`src/rtl/dqc_pkg.sv`:
```
package dqc_pkg;

    typedef enum logic [1:0] {
        MODE_BCD   = 2'd0,
        MODE_BIQ   = 2'd1,
        MODE_SPLIT = 2'd2,
        MODE_ALT   = 2'd3
    } mode_e;

    localparam int FIVE_W = 3;
    localparam logic [FIVE_W-1:0] FIVE_LAST = 3'd4;

    typedef struct packed {
        logic [FIVE_W-1:0] five;
        logic              two;
    } cnt_t;

    localparam cnt_t CNT_NINE = '{five: FIVE_LAST, two: 1'b1};

    function automatic logic [FIVE_W-1:0] five_next(logic [FIVE_W-1:0] s);
        return (s >= FIVE_LAST) ? '0 : s + 1'b1;
    endfunction

endpackage

```
`src/rtl/dqc_fall.sv`:
```
module dqc_fall #(
    parameter int N = 2
) (
    input  logic         clk,
    input  logic         rst,
    input  logic [N-1:0] sig,
    output logic [N-1:0] fall
);
    logic [N-1:0] prev;

    for (genvar i = 0; i < N; i++) begin : g_bit
        always_ff @(posedge clk) begin
            if (rst) prev[i] <= 1'b0;
            else     prev[i] <= sig[i];
        end
        assign fall[i] = prev[i] & ~sig[i];
    end

    // a fall is reported only when the input was high one clock earlier
    p_fall_needs_high_r5: assert property (@(posedge clk) disable iff (rst)
        fall[0] |-> $past(sig[0]));
endmodule

```
`src/rtl/dqc_div2.sv`:
```
module dqc_div2 (
    input  logic clk,
    input  logic rst,
    input  logic load_zero,
    input  logic load_one,
    input  logic tick,
    output logic q
);
    always_ff @(posedge clk) begin
        if (rst)            q <= 1'b0;
        else if (load_one)  q <= 1'b1;
        else if (load_zero) q <= 1'b0;
        else if (tick)      q <= ~q;
    end

    // an unloaded tick always flips the bit
    p_toggle_r8: assert property (@(posedge clk) disable iff (rst)
        (tick && !load_zero && !load_one) |=> (q != $past(q)));
endmodule

```
`src/rtl/dqc_div5.sv`:
```
module dqc_div5
    import dqc_pkg::*;
(
    input  logic              clk,
    input  logic              rst,
    input  logic              load_zero,
    input  logic              load_last,
    input  logic              tick,
    output logic [FIVE_W-1:0] s
);
    always_ff @(posedge clk) begin
        if (rst)            s <= '0;
        else if (load_last) s <= FIVE_LAST;
        else if (load_zero) s <= '0;
        else if (tick)      s <= five_next(s);
    end

    // the section never leaves its five legal states
    p_five_legal_r9: assert property (@(posedge clk) disable iff (rst)
        s <= FIVE_LAST);

    // the last state returns to zero on a step
    p_five_wrap_r9: assert property (@(posedge clk) disable iff (rst)
        (tick && !load_zero && !load_last && s == FIVE_LAST) |=> (s == '0));
endmodule

```
`src/rtl/dqc_counter.sv`:
```
module dqc_counter
    import dqc_pkg::*;
(
    input  logic       clk,
    input  logic       rst,
    input  logic       cnt_a,
    input  logic       cnt_b,
    input  logic       clr_a,
    input  logic       clr_b,
    input  logic       nine_a,
    input  logic       nine_b,
    input  logic [1:0] mode,
    output logic [3:0] q
);
    localparam int N_IN = 2;

    logic [N_IN-1:0] fall;
    logic            clr_g, nine_g, zero_ld;
    logic            tick_two, tick_five;
    logic            carry_two, carry_five;
    mode_e           mode_r;
    cnt_t            cnt;

    assign clr_g   = clr_a & clr_b;
    assign nine_g  = nine_a & nine_b;
    assign zero_ld = clr_g & ~nine_g;

    always_ff @(posedge clk) begin
        if (rst || clr_g) mode_r <= mode_e'(mode);
    end

    dqc_fall #(.N(N_IN)) u_fall (
        .clk  (clk),
        .rst  (rst),
        .sig  ({cnt_b, cnt_a}),
        .fall (fall)
    );

    // carries are taken from the raw edges so the two sections form no loop
    assign carry_two  = fall[0] & cnt.two;
    assign carry_five = fall[1] & cnt.five[FIVE_W-1];

    always_comb begin
        unique case (mode_r)
            MODE_BCD: begin
                tick_two  = fall[0];
                tick_five = carry_two;
            end
            MODE_BIQ: begin
                tick_five = fall[1];
                tick_two  = carry_five;
            end
            default: begin
                tick_two  = fall[0];
                tick_five = fall[1];
            end
        endcase
    end

    dqc_div2 u_two (
        .clk       (clk),
        .rst       (rst),
        .load_zero (zero_ld),
        .load_one  (nine_g),
        .tick      (tick_two),
        .q         (cnt.two)
    );

    dqc_div5 u_five (
        .clk       (clk),
        .rst       (rst),
        .load_zero (zero_ld),
        .load_last (nine_g),
        .tick      (tick_five),
        .s         (cnt.five)
    );

    assign q = cnt;

    // reset returns the count to zero
    p_reset_zero_r1: assert property (@(posedge clk) rst |=> (q == 4'd0));

    // the full clear gate zeroes the count
    p_clear_r2: assert property (@(posedge clk) disable iff (rst)
        (clr_g && !nine_g) |=> (q == 4'd0));

    // the full preset gate loads nine, ahead of clear
    p_nine_r3: assert property (@(posedge clk) disable iff (rst)
        nine_g |=> (q == 4'b1001));

    // with no full gate and no fall, the count holds
    p_hold_r4: assert property (@(posedge clk) disable iff (rst)
        (!clr_g && !nine_g && fall == '0) |=> $stable(q));

    // decade mode wraps from nine to zero
    p_bcd_wrap_r6: assert property (@(posedge clk) disable iff (rst)
        (mode_r == MODE_BCD && !clr_g && !nine_g && fall[0] && q == 4'd9)
        |=> (q == 4'd0));

    // bi-quinary wrap of the upper section flips the low bit
    p_biq_wrap_r7: assert property (@(posedge clk) disable iff (rst)
        (mode_r == MODE_BIQ && !clr_g && !nine_g && fall[1] && q[3])
        |=> (q[3:1] == 3'd0 && q[0] != $past(q[0])));

    // the mode register only moves during clear
    p_mode_hold_r10: assert property (@(posedge clk) disable iff (rst)
        !clr_g |=> $stable(mode_r));
endmodule

```
`config.mk`:
```
export PLATFORM = sky130hd
export DESIGN_NAME = dqc_counter
export DESIGN_NICKNAME = d
export VERILOG_FILES = /design/src/rtl/dqc_pkg.sv /design/src/rtl/dqc_fall.sv /design/src/rtl/dqc_div2.sv /design/src/rtl/dqc_div5.sv /design/src/rtl/dqc_counter.sv
export SDC_FILE = /design/constraint.sdc
export NUM_CORES = 1
export LEC_CHECK = 0
export ABC_AREA = 1
export CORE_AREA = 2 2 39 41
export DETAILED_ROUTE_END_ITERATION = 12
export DIE_AREA = 0 0 41 43
export PLACE_DENSITY = 0.7
export SYNTH_ARGS = -nofsm -noshare
export SYNTH_HDL_FRONTEND = slang
export SYNTH_SLANG_ARGS = --single-unit
```
`constraint.sdc`:
```
create_clock -name clk -period 1.4 [get_ports clk]
set_input_delay 0.28 -clock clk [delete_from_list [all_inputs] [get_ports clk]]
set_output_delay 0.28 -clock clk [all_outputs]
set_load 0.005 [all_outputs]
```
; ---- Word level (Yosys, flattened, before mapping)
; Cells that the tools add are included.
[totals]
latchBits = 0
n_memories = 0
elab_cells = 34
reg_bits = 8
ram_bits = 0
inputBits = 10
output_inout_bits = 4
rom_bits = 0
[op_classes]
order_cmp = 1
addsub = 1
shift = 0
eq_ne = 1
multipliers = 0
n_div = 0
muxes = 9
reduce_logical = 5
bitwise_logic = 11
[op_table]
columns = operator, n
row1 = $mux 3, 4
row2 = $and 1x1->1, 7
row3 = $reduce_bool 3->1, 2
row4 = $mux 1, 5
row5 = $not 1->1, 4
row6 = $add 3x1->3 const B, 1
row7 = $ge 3x3->1 const B, 1
row8 = $reduce_or 3->1, 1
row9 = $eq 2x1->1 const B, 1
row10 = $logic_not 2->1, 1
row11 = $logic_or 1x1->1, 1

; ---- Depth between registers and ports, before layout
[depth]
depth_word = 7
ltp_mapped = 8
ltp_nobuf = 8

; ---- By module
; A second synthesis with hierarchy kept.
[hier_totals]
hier_cells = 66
hier_area_um2 = 441.7
[by_module_without_submodules]
columns = module, area_each_um2, seq_area_each_um2, n_inst, cells_per_inst
row1 = dqc_div5, 167.7, 60.1, 1, 24
row2 = dqc_counter, 142.6, 60.1, 1, 23
row3 = dqc_fall, 70.1, 40.0, 1, 10
row4 = dqc_div2, 61.3, 20.0, 1, 9

; ---- Worst setup path before layout
; Ideal clock, no wire load.
[synth_timing]
path_kind = reg-to-reg
startpoint = reg mode_r[1]
endpoint = reg u_five.s[0]
required_ns = 1.283
stages_incl_launch_ff = 7
synth_period_minus_slack_ns = 1.005
slack_ns = 0.395
n_path_buf = 0
setup_time_ns = 0.117
t_arrival_ns = 0.888
path_cell_list = edfxtp_1 nor2_1 nand3_2 nand2_2 inv_1 a21oi_1 nor2_1
[synth_between]
elab_chain_cells = 2
[synth_lines]
columns = item, line_no
row1 = start: declaration, dqc_counter.sv:21  ; mode_e mode_r;
row2 = start signal: assignment, dqc_counter.sv:29  ; if (rst || clr_g) mode_r <= mode_e'(mode);
row3 = $logic_not 2->1, dqc_counter.sv:44  ; unique case (mode_r)
row4 = $mux 1, dqc_counter.sv:44
row5 = end signal: assignment, dqc_div5.sv:15  ; else if (tick) s <= five_next(s);
row6 = end: declaration, dqc_div5.sv:9  ; output logic [FIVE_W-1:0] s
; Every way passes these cells.
; A chain may end at the register's enable or synchronous reset.

; ---- Worst setup path in the final report
; Ends and elaborated chain as after synthesis.

==> flow_summary.ini <==
[global_route]
track_usage = 0.122
grt_pass1_vias = 359
grt_pass1_wl_um = 1390
antenna_found_initial = 0
grt_max_degree = 6
overflow = 0

[cells_and_area]
final_cells = 90
layout_commonest_cell = nand2_1
area_delta_synth_final_pct = 45.0
postLayoutCoreUtil = 0.434
diodes = 0
drive_gt1_frac = 0.176
final_nets = 87
fill_cells = 147
final_cell_mix = 13 x nand2_1, 10 x inv_1, 9 x clkdlybuf4s50_1

[timing]
worst_pin_slew_ns = 0.186
worst_hold_slack_ns = 0.561
clock_skew_ns = 0.00671
finalCritPeriodShare = 0.817
grt_setup_unrepaired = no
hold_viol = 0
finalSetupTns_ns = 0
maxSlewViolCount = 0
setup_violations = 0
maxSlewHeadroom = 0.875
fmax_mhz = 874
period_needed_ns = 1.14

[critical_path]
crit_chain = nor2_1 -> nand3_2 -> nand2_2 -> inv_1 -> a21oi_1 -> nor2_1
cp-start-kind = flop
arrival_ns = 1.29
cpPeakStageDelay_ns = 0.45
cp_slowest_cell = edfxtp_1
worstPathMaxFanout = 5
critPathBufInv = 1
required_ns = 1.55
crit_type = reg -> reg
endpoint_kind = flop
path_delay_family = flip-flops
cp_common_cell = nor2_1

[yosys]
synth.top_cell.area_share = 0.290
ys_ff_latch = 8
netlist_area_um2 = 414
syn_area_per_cell_um2 = 7.27
yosys_warnings = 0
syn_nets = 69
yosysUniqueCellTypes = 14
synth_seq_area_share = 0.435
netlist_instances = 57
synthTopCellsByArea = dfxtp_1 29%, edfxtp_1 15%, nand2_1 12%, inv_1 9.1%, nor2_1 7.3%
yosysTopAreaCell = dfxtp_1

[detailed_routing]
wl_per_cell_um = 9.14
dr.pass1.iters = 2
vias = 376
drc_errors = 0
vias_per_cell = 4.18
drt_wl_total_um = 823
first_iter_violations = 5
ant_nets = 0

[clock_tree]
clk_latency_ns = 0.26
path_clk_slew_ns = 0.06
clock_path_buffers = 2
cts_tree = done
post_cts_buffers = 0
postCtsHoldBufs = 0
cts-htree-levels = 1
numCtsBuffers = 3
cts-root-buf = clkbuf_4
cts.sinks = 8

[die]
die_height_um = 43
dieArea_um2 = 1760
ioPinCount = 14
core_area_um2 = 1380
die_w_um = 41
placementRows = 14
initial_utilization = 0.299

[place]
placed_cells = 86
port_buffers = 13
dpl.hpwl_um = 639
gp_congestion = 0.655

[worst_hold_path]
min_path_type = reg -> reg

[pwr]
ir_drop_mv = 0.435
totalPowerFinal_uw = 562
powerDensity_nw_per_um2 = 936
p_leak_uw = 0.000326

[run]
cap_violations = 0

[outcome]
outcome = finished clean
-- layout make-up --
type / instances / area (um2) / share of cell area
Sequential cell: 8 / 184 / 0.306
Multi-Input combinational cell: 36 / 181 / 0.302
Tap cell: 16 / 20.0 / 0.0333
Timing Repair Buffer: 14 / 144 / 0.240
Clock buffer: 4 / 26.3 / 0.0438
Inverter: 12 / 45.0 / 0.0750
-- worst paths after layout --
check	end	slack [ns]	cells after the start	start
max	u_five.s[0]	0.26	6	mode_r[1]
min	u_two.q	0.56	4	u_two.q
max reg2reg	u_five.s[0]	0.26	6	mode_r[1]
min reg2reg	u_two.q	0.56	4	u_two.q
-- kinds of logic after synthesis --
group,Yosys count,synth area share
fa+ha+maj,2,0.0604
compound gates,7,0.0846
buf+inv,13,0.127
simple gates,27,0.293
flops,8,0.435
-- synth_stat cells (all sizes together) --
cell type	number
edfxtp	2
nand3	4
a21oi	3
inv	12
o21ai	4
ha	2
buf	1
nand2	15
dfxtp	6
nor2	8
-- per-stage QoR --
| step | area [um2] | setup slack (ns) |
|---|---|---|
| 6_report | 601 | 0.256 |
| 4_1_cts | 593 | 0.0109 |
| 5_1_grt | 601 | 0.136 |
| 3_5_place_dp | 564 | 0.0441 |
| 2_1_floorplan | 414 | 0.395 |
| 3_3_place_gp | 564 | 0.0486 |
-- state kept, by name, summed over array words and instances, names as in the netlist --
| signal | flops |
|---|---|
| mode_r | 2 |
| u_fall.prev | 2 |
| u_five.s | 3 |
| u_two.q | 1 |
-- worst reg2reg max path, cell delays in order, from the launching register on --
cell      delay, ns
edfxtp_1       0.45
nor2_1         0.15
nand3_2        0.09
nand2_2        0.10
inv_1          0.06
a21oi_1        0.13
nor2_1         0.06
-- report_power, final --
part           internal (uW)  total [uW]  switching (uW)
logic                   52.6        96.0            43.4
clock network            110         197            87.7
registers                255         269            13.2
total                    418         562             144
-- layer usage --
metal | global-route usage | vias up | wire (um)
met3 | 0.0628 | 3 | 47
met4 | 0.0800 | 0 | 17
met1 | 0.137 | 159 | 370
met5 | 0 | - | 0
met2 | 0.172 | 9 | 389
li1 | - | 205 | -
-- repair_timing --
item / CTS / global route
gates resized for setup: 4 / 3
cloned: 0 / 0
setup endpoints to repair: 3 / 3
pin swaps: 0 / 0
Note: power is estimated with default switching activity, not from simulation.
